$ cat src/rtl/fbov_pkg.sv
// Package fbov_pkg
// Shared types for the framebuffer overlay mapper.
// Assumes the framebuffer is three segments, each one CPU window in size.
package fbov_pkg;

    // Which part of the framebuffer the overlay exposes.
    typedef enum logic [1:0] {
        SEG_FIRST  = 2'd0,
        SEG_SECOND = 2'd1,
        SEG_THIRD  = 2'd2,
        SEG_ALL    = 2'd3
    } seg_mode_e;

    // Control byte; field order fixes the bit position of each field.
    typedef struct packed {
        seg_mode_e  mode;     // bits 7:6
        logic [1:0] rsvd;     // bits 5:4, always stored as zero
        logic       shadow;   // bit 3
        logic       rd_en;    // bit 2
        logic       disp;     // bit 1
        logic       wr_en;    // bit 0
    } ctrl_t;

endpackage

$ cat src/rtl/fbov_regs.sv
// Module fbov_regs
// Holds the control byte and the two framebuffer bank-base registers.
// Writes are captured on the clock edge; read-back is combinational.
// Assumes BANK_W <= 8 so that a bank number fits the read-back byte.
module fbov_regs
    import fbov_pkg::*;
#(
    parameter int                  ADDR_W       = 16,
    parameter int                  BANK_W       = 7,
    parameter logic [ADDR_W-1:0]   CTRL_PORT    = 16'h123B,
    parameter logic [ADDR_W-1:0]   ACT_PORT     = 16'h123C,
    parameter logic [ADDR_W-1:0]   SHD_PORT     = 16'h123D,
    parameter logic [BANK_W-1:0]   RST_ACT_BANK = 7'd9,
    parameter logic [BANK_W-1:0]   RST_SHD_BANK = 7'd12
) (
    input  logic              clk,
    input  logic              rst_n,
    input  logic [ADDR_W-1:0] io_addr,
    input  logic              io_wr,
    input  logic [7:0]        io_wdata,
    output logic [7:0]        io_rdata,
    output seg_mode_e         mode,
    output logic              shadow,
    output logic              rd_en,
    output logic              wr_en,
    output logic              disp,
    output logic [BANK_W-1:0] bank_act,
    output logic [BANK_W-1:0] bank_shd
);

    localparam int NBUF = 2;

    ctrl_t             ctrl_q;
    ctrl_t             ctrl_nxt;
    logic [BANK_W-1:0] bank_w [NBUF];

    // Form the next control value with the reserved bits forced to zero.
    always_comb begin
        ctrl_nxt      = ctrl_t'(io_wdata);
        ctrl_nxt.rsvd = 2'b00;
    end

    // Capture a control write, or clear the byte on reset.
    always_ff @(posedge clk) begin
        if (!rst_n)
            ctrl_q <= '0;
        else if (io_wr && io_addr == CTRL_PORT)
            ctrl_q <= ctrl_nxt;
    end

    // One bank-base register per buffer: 0 is active, 1 is shadow.
    for (genvar i = 0; i < NBUF; i++) begin : g_bank
        localparam logic [ADDR_W-1:0] PORT_I = (i == 0) ? ACT_PORT : SHD_PORT;
        localparam logic [BANK_W-1:0] RST_I  = (i == 0) ? RST_ACT_BANK : RST_SHD_BANK;
        logic [BANK_W-1:0] q;

        // Capture a bank write for this buffer, or load the default on reset.
        always_ff @(posedge clk) begin
            if (!rst_n)
                q <= RST_I;
            else if (io_wr && io_addr == PORT_I)
                q <= io_wdata[BANK_W-1:0];
        end

        assign bank_w[i] = q;
    end

    assign bank_act = bank_w[0];
    assign bank_shd = bank_w[1];
    assign mode     = ctrl_q.mode;
    assign shadow   = ctrl_q.shadow;
    assign rd_en    = ctrl_q.rd_en;
    assign wr_en    = ctrl_q.wr_en;
    assign disp     = ctrl_q.disp;

    // Return the addressed register, or zero for any other port.
    always_comb begin
        if (io_addr == CTRL_PORT)
            io_rdata = ctrl_q;
        else if (io_addr == ACT_PORT)
            io_rdata = 8'(bank_w[0]);
        else if (io_addr == SHD_PORT)
            io_rdata = 8'(bank_w[1]);
        else
            io_rdata = 8'h00;
    end

    // the first cycle out of reset sees a cleared control byte.
    p_reset_clear_r1: assert property (@(posedge clk) disable iff (!rst_n)
        $rose(rst_n) |-> (ctrl_q == '0));

    // the reserved bits never read back as one.
    p_rsvd_zero_r2: assert property (@(posedge clk) disable iff (!rst_n)
        (io_addr == CTRL_PORT) |-> (io_rdata[5:4] == 2'b00));

    // the display enable follows the written bit from the next cycle.
    p_disp_follow_r3: assert property (@(posedge clk) disable iff (!rst_n)
        (io_wr && io_addr == CTRL_PORT) |=> (disp == $past(io_wdata[1])));

    // a write to an unrelated port leaves every register unchanged.
    p_other_port_r11: assert property (@(posedge clk) disable iff (!rst_n)
        (io_wr && io_addr != CTRL_PORT && io_addr != ACT_PORT && io_addr != SHD_PORT)
        |=> ($stable(ctrl_q) && $stable(bank_act) && $stable(bank_shd)));

endmodule

$ cat src/rtl/fbov_decode.sv
// Module fbov_decode
// Combinational access decode: range test, strobe gating, segment pick and
// physical address build. Assumes ADDR_W = SEG_W + 2, so the CPU space is
// four windows and the framebuffer fills at most three of them.
module fbov_decode
    import fbov_pkg::*;
#(
    parameter int ADDR_W = 16,
    parameter int SEG_W  = 14,
    parameter int BANK_W = 7
) (
    input  logic                     clk,
    input  logic                     rst_n,
    input  seg_mode_e                mode,
    input  logic                     shadow,
    input  logic                     rd_en,
    input  logic                     wr_en,
    input  logic [BANK_W-1:0]        bank_act,
    input  logic [BANK_W-1:0]        bank_shd,
    input  logic [ADDR_W-1:0]        cpu_addr,
    input  logic                     cpu_rd,
    input  logic                     cpu_wr,
    output logic                     fb_sel,
    output logic [BANK_W+SEG_W-1:0]  phys_addr
);

    localparam int PHYS_W = BANK_W + SEG_W;
    localparam int WIN_W  = ADDR_W - SEG_W;

    logic [WIN_W-1:0]  win;
    logic [WIN_W-1:0]  seg_idx;
    logic              in_range;
    logic              strobe_ok;
    logic [BANK_W-1:0] base;
    logic [BANK_W-1:0] bank;

    assign win = cpu_addr[ADDR_W-1:SEG_W];

    // Decide which windows are overlaid and which segment each one shows.
    always_comb begin
        if (mode == SEG_ALL) begin
            in_range = (win != '1);
            seg_idx  = win;
        end else begin
            in_range = (win == '0);
            seg_idx  = WIN_W'(mode);
        end
    end

    // Gate the overlay by the enable that matches the access strobe.
    assign strobe_ok = (cpu_rd && rd_en) || (cpu_wr && wr_en);
    assign fb_sel    = strobe_ok && in_range;

    // Pick the buffer base and add the segment, wrapping in bank space.
    assign base = shadow ? bank_shd : bank_act;
    assign bank = base + BANK_W'(seg_idx);

    // Drive the framebuffer address or pass the CPU address through.
    always_comb begin
        if (fb_sel)
            phys_addr = {bank, cpu_addr[SEG_W-1:0]};
        else
            phys_addr = PHYS_W'(cpu_addr);
    end

    // a read with the read overlay off never reaches the framebuffer.
    p_no_read_map_r4: assert property (@(posedge clk) disable iff (!rst_n)
        (cpu_rd && !cpu_wr && !rd_en) |-> !fb_sel);

    // in single-segment modes nothing above the first window is overlaid.
    p_single_range_r6: assert property (@(posedge clk) disable iff (!rst_n)
        (mode != SEG_ALL && win != '0) |-> !fb_sel);

    // the top window is never overlaid.
    p_top_window_r7: assert property (@(posedge clk) disable iff (!rst_n)
        (win == '1) |-> !fb_sel);

    // the offset inside a bank always comes from the CPU address.
    p_offset_kept_r9: assert property (@(posedge clk) disable iff (!rst_n)
        fb_sel |-> (phys_addr[SEG_W-1:0] == cpu_addr[SEG_W-1:0]));

    // with no strobe there is no framebuffer access.
    p_no_strobe_r11: assert property (@(posedge clk) disable iff (!rst_n)
        (!cpu_rd && !cpu_wr) |-> !fb_sel);

endmodule

$ cat src/rtl/fbov_mapper.sv
// Module fbov_mapper
// Top of the framebuffer overlay mapper: register block plus access decode.
// Assumes the surrounding paging logic uses phys_addr only when fb_sel is high,
// and otherwise takes the passed-through CPU address.
module fbov_mapper
    import fbov_pkg::*;
#(
    parameter int                  ADDR_W       = 16,
    parameter int                  SEG_W        = 14,
    parameter int                  BANK_W       = 7,
    parameter logic [ADDR_W-1:0]   CTRL_PORT    = 16'h123B,
    parameter logic [ADDR_W-1:0]   ACT_PORT     = 16'h123C,
    parameter logic [ADDR_W-1:0]   SHD_PORT     = 16'h123D,
    parameter logic [BANK_W-1:0]   RST_ACT_BANK = 7'd9,
    parameter logic [BANK_W-1:0]   RST_SHD_BANK = 7'd12
) (
    input  logic                     clk,
    input  logic                     rst_n,
    input  logic [ADDR_W-1:0]        io_addr,
    input  logic                     io_wr,
    input  logic [7:0]               io_wdata,
    output logic [7:0]               io_rdata,
    input  logic [ADDR_W-1:0]        cpu_addr,
    input  logic                     cpu_rd,
    input  logic                     cpu_wr,
    output logic                     fb_sel,
    output logic [BANK_W+SEG_W-1:0]  phys_addr,
    output logic                     disp_en
);

    localparam int PHYS_W = BANK_W + SEG_W;

    seg_mode_e         mode;
    logic              shadow;
    logic              rd_en;
    logic              wr_en;
    logic [BANK_W-1:0] bank_act;
    logic [BANK_W-1:0] bank_shd;

    // Register block: control byte and bank bases.
    fbov_regs #(
        .ADDR_W(ADDR_W), .BANK_W(BANK_W),
        .CTRL_PORT(CTRL_PORT), .ACT_PORT(ACT_PORT), .SHD_PORT(SHD_PORT),
        .RST_ACT_BANK(RST_ACT_BANK), .RST_SHD_BANK(RST_SHD_BANK)
    ) u_regs (
        .clk(clk), .rst_n(rst_n),
        .io_addr(io_addr), .io_wr(io_wr), .io_wdata(io_wdata), .io_rdata(io_rdata),
        .mode(mode), .shadow(shadow), .rd_en(rd_en), .wr_en(wr_en), .disp(disp_en),
        .bank_act(bank_act), .bank_shd(bank_shd)
    );

    // Access decode: select flag and physical address.
    fbov_decode #(
        .ADDR_W(ADDR_W), .SEG_W(SEG_W), .BANK_W(BANK_W)
    ) u_decode (
        .clk(clk), .rst_n(rst_n),
        .mode(mode), .shadow(shadow), .rd_en(rd_en), .wr_en(wr_en),
        .bank_act(bank_act), .bank_shd(bank_shd),
        .cpu_addr(cpu_addr), .cpu_rd(cpu_rd), .cpu_wr(cpu_wr),
        .fb_sel(fb_sel), .phys_addr(phys_addr)
    );

    // a non-framebuffer access keeps its CPU address.
    p_passthru_r10: assert property (@(posedge clk) disable iff (!rst_n)
        !fb_sel |-> (phys_addr == PHYS_W'(cpu_addr)));

endmodule

$ cat config.mk
export PLATFORM = sky130hd
export DESIGN_NAME = fbov_mapper
export DESIGN_NICKNAME = d
export VERILOG_FILES = /design/src/rtl/fbov_pkg.sv /design/src/rtl/fbov_regs.sv /design/src/rtl/fbov_decode.sv /design/src/rtl/fbov_mapper.sv
export SDC_FILE = /design/constraint.sdc
export NUM_CORES = 1
export LEC_CHECK = 0
export BUFFER_PORTS_ARGS = -buffer_cell sky130_fd_sc_hd__buf_2
export CAP_MARGIN = 10
export CORE_MARGIN = 5
export CORE_UTILIZATION = 40
export DETAILED_ROUTE_END_ITERATION = 6
export PLACE_DENSITY_LB_ADDON = 0.3
export SETUP_SLACK_MARGIN = 0.02
export SLEW_MARGIN = 20
export SYNTH_ARGS = -nofsm -noshare
export SYNTH_HDL_FRONTEND = slang
export SYNTH_HIERARCHICAL = 1
export SYNTH_SLANG_ARGS = --single-unit
$ cat constraint.sdc
create_clock -name clk -period 2.8 [get_ports clk]
set_input_delay 0.56 -clock clk [delete_from_list [all_inputs] [get_ports clk]]
set_output_delay 0.56 -clock clk [all_outputs]
set_load 0.005 [all_outputs]
# After elaboration in Yosys (flattened, before gate mapping)
# Cells that the tools add are included.
# W data, S select, Z words.
[totals] regBits=20 input_bits=45 out_inout_bits=31 word_cells=28
[classes] add_sub_neg=1 n_eq_ne=5 muxes=7 reduce_logical=8
[op_table] op="$eq A16 B13 Y1 const B" count=3
[op_table] op="$mux W21" count=1
[op_table] op="$mux W8" count=2
[op_table] op="$mux W7" count=2
[op_table] op="$add A7 B2 Y7" count=1
[op_table] op="$logic_and A1 B1 Y1" count=6
[op_table] op="$eq A2 B2 Y1 const B" count=1
[op_table] op="$logic_not A2 Y1" count=1
[op_table] op="$mux W2" count=1
[op_table] op="$ne A2 B2 Y1 const B" count=1
[op_table] op="$logic_or A1 B1 Y1" count=1
[op_table] op="$mux W1" count=1

# Longest topological paths before layout
[logic_depth] word_depth=4 depth_mapped=8 mapped_depth_nobuf=8

# Hierarchy
# Netlist, hierarchy kept.
[by_module_without_submodules] module="fbov_regs" n_inst=1 cells_each=116 area_each_um2=1051.0 seq_area_each_um2=400.4
[by_module_without_submodules] module="fbov_decode" n_inst=1 cells_each=62 area_each_um2=464.2 seq_area_each_um2=0.0

# Least setup slack after synthesis
# OpenSTA, ideal clock, no wires.
[synth_path] path_type="reg2out" from="register u_regs.ctrl_q, in the netlist u_regs/shadow" to="output phys_addr[20]" arrival_ns=1.971 setup_slack_ns=0.269 path_stages_with_launch=9 path_buffers=1 cell_sequence="dfxtp_1 > buf_6 > mux2_2 > ha_1 > fa_1 > nand4b_1 > nand2_1 > a21o_1 > a21oi_1"
[synth_via] elab_chain_cells=3
[synth_rtl] item="start, declared" line="fbov_regs.sv:33" rtl="ctrl_t ctrl_q;"
[synth_rtl] item="start signal, assigned" line="fbov_regs.sv:48" rtl="ctrl_q <= ctrl_nxt;"
[synth_rtl] item="$mux W7" line="fbov_decode.sv:55" rtl="assign base = shadow ? bank_shd : bank_act;"
[synth_rtl] item="$add A7 B2 Y7" line="fbov_decode.sv:56" rtl="assign bank = base + BANK_W'(seg_idx);"
[synth_rtl] item="$mux W21" line="fbov_decode.sv:60" rtl="if (fb_sel)"
[synth_rtl] item="end, declared" line="fbov_mapper.sv:27" rtl="output logic [BANK_W+SEG_W-1:0] phys_addr,"
# Every way passes these cells.

# Final worst setup path
# Ends and elaborated chain as after synthesis.

==> results.yml <==
critical_path:
  arrival_ns: 2.09
  crit_chain: "mux2_4, ha_4, fa_2, nand4b_1, nand2_2, a21o_1, a21oi_1, buf_2"
  r2r_slack_ns: 1.94
  startpoint_type: "flop"
  path_class: "reg -> out"
  max_stage_delay_ns: 0.38
  worst-path-buf-inv: 1
  cp_slowest_cell: "dfxtp_4"
  end_kind: "output pin"
  crit_family: "adder cells"
  crit_required_ns: 2.24
  cp_max_fo: 4
cts:
  clk_pin_slew_ns: 0.08
  cts_hold_buf: 0
  clk_latency_ns: 0.26
  cts_tree: "done"
  htreeDepth: 1
  numCtsBuffers: 3
  clockRootBuffer: "clkbuf_8"
  clkSinkCount: 20
  cts_buffer_depth: 2
sta:
  setup_viol: 0
  drv_slew: 0
  slew_headroom: 0.665
  period_minus_slack_ns: 2.65
  fmax_ghz: 0.378
  rsz0062_at_grt: "false"
  fin_crit_sh: 0.945
  skew_ns: 0
  hold_violations: 0
  final.setup.tns_ns: 0
  tightest_slew_ns: 0.501
detailed_routing:
  vias_per_cell: 5.05
  routed_wl_mm: 3.56
  drc: 0
  avgRoutedWirePerCell_um: 13.8
  vias: 1303
  ant_nets: 0
  drt_first_pass_iters: 4
  drt_iter0_drc: 47
place:
  dp_cells: 253
  gp_congestion: 0.753
  portBuffers: 47
  hpwl_mm: 2.76
floorplan:
  boundaryPins: 76
  dieArea_mm2: 0.00512
  core_area_mm2: 0.00366
  fp.dieH_um: 71.5
  die_width_um: 71.5
  start_util: 0.414
  num_rows: 22
finish:
  area_growth_pct: 16.2
  num_antenna_cells: 0
  layout-drive-gt1-share: 0.343
  multiInputGateArea_um2: 948
  fillers: 370
  final_cell_count_no_fill: 258
  nets: 259
  regArea_um2: 404
logic_synthesis:
  syn_area_mm2: 0.00152
  netlist_instances: 178
  synth_nets: 226
  avgSynthCellArea_um2: 8.51
  yosysWarnings: 6
  netlist_top_cells_area: "dfxtp_1 (26%), mux2i_1 (17%), buf_4 (7.9%), nand2_1 (6.4%), o21ai_0 (4.3%)"
  synth_top_area_share: 0.264
  yosysTopAreaCell: "dfxtp_1"
  async_flop_share: 0
  synth-seq-cells: 20
  synth_ff_type: "dfxtp_1"
  synth.distinct_cells: 38
  seq_area_frac_synth: 0.264
  synth_edf_count: 0
power:
  ir_worst_vdd_v: 0.000217
  p_per_area_mw_per_mm2: 360
  leakage_nw: 0.753
global_routing:
  grt_pass1_wl_mm: 5.96
  grt_pass1_vias: 1312
  antenna_found_initial: 0
  grt-ovfl-total: 0
  grt_util_all_layers: 0.143
  grt_max_degree: 18
run_status:
  status: "finished clean"
hold_path:
  min_path_type: "reg -> reg"
job:
  drv_cap: 0
## synthesized netlist by cell type, drive strengths merged, types with 2 or more instances
cell type   n
clkbuf      3
a21oi       9
mux2i      25
dfxtp      20
inv         5
nor2       16
and4bb      2
nand4       3
o21ai      13
nand3       9
a21boi      2
xor2        4
buf        19
ha          2
nand2      27
nand3b      2
mux2        3
## path summary, 6_finish.rpt
check,from,endpoint,cells past startpoint
max,u_regs/shadow,phys_addr[20],8
min,u_regs/bank_shd[6],u_regs/bank_shd[6],2
max reg2reg,u_regs/shadow,u_regs/shadow,3
min reg2reg,u_regs/bank_shd[6],u_regs/bank_shd[6],2
## where the power goes
group / switching, mW / internal, mW
combinational: 0.0315 / 0.0254
sequential: 0.00000240 / 0.283
clock: 0.102 / 0.191
total: 0.134 / 0.499
## registers in the layout (all words and copies together), names as in the netlist
name,cells
u_regs/bank_act,7
u_regs/bank_shd,7
u_regs/disp,1
u_regs/mode,2
u_regs/shadow,1
u_regs/wr_en,1
u_regs/rd_en,1
## routing by layer
layer | wire length (um) | global-route usage | up-vias
li1 | - | - | 674
met1 | 1650 | 0.196 | 596
met2 | 1720 | 0.228 | 27
met3 | 156 | 0.0281 | 6
met4 | 36 | 0.0397 | 0
met5 | 0 | 0 | -
## layout make-up
type                    count  share of cell area
inverters                   5              0.0107
well taps                  48              0.0341
repair buffers             50               0.146
flip-flops and latches     20               0.230
clock inverters             1              0.0171
clock buffers               3              0.0235
multi-input cells         131               0.539
## tightest hold or removal path: stages (launching register included)
cell and delay, ns:
dfxtp_1 0.32, nand2_1 0.06, mux2i_1 0.05
## timing repair
action | in CTS | in global routing
setup endpoints to repair | 2 | 4
hold endpoints to repair | 0 | 0
pin swaps | 0 | 1
gates resized for setup | 2 | 7
buffers inserted | 0 | 1
## cells by family (layout without fill, tap and decap cells)
kind of cell    after synthesis  after routing  synth area share
compound gates               29             29             0.116
xor+xnor                      4              4            0.0231
buf+inv                      27             59             0.124
mux                          28             28             0.187
fa+ha+maj                     3              3            0.0297
simple gates                 67             67             0.255
flops                        20             20             0.264
## cell usage in the layout (no fill, tap or decap), types with 2 or more instances in the layout
| cell type | count |
|---|---|
| mux2i_1 | 25 |
| dfxtp_1 | 19 |
| buf_2 | 47 |
| a21boi_1 | 2 |
| nand2_1 | 25 |
| nand3b_1 | 2 |
| buf_4 | 3 |
| xor2_1 | 4 |
| clkbuf_8 | 3 |
| inv_1 | 5 |
| nand2_2 | 2 |
| nand4_1 | 2 |
| o21ai_0 | 13 |
| mux2_2 | 2 |
| a21oi_1 | 8 |
| and4bb_2 | 2 |
| nor2_1 | 15 |
| nand3_1 | 8 |
## metrics by stage
step / worst slack, ns / hold WS [ns] / util / power, mW / cell area (um^2)
5_1_grt: 0.0267 / 0.504 / 0.481 / 0.653 / 1760
3_5_place_dp: 0.156 / 0.466 / 0.452 / 0.348 / 1660
4_1_cts: 0.0272 / 0.476 / 0.473 / 0.636 / 1730
3_3_place_gp: 0.189 / 0.461 / 0.452 / 0.347 / 1660
2_1_floorplan: 0.269 / 0.444 / - / 0.336 / 1520
6_report: 0.154 / 0.475 / 0.481 / 0.633 / 1760
No activity file was read; power rests on OpenSTA's default activity.
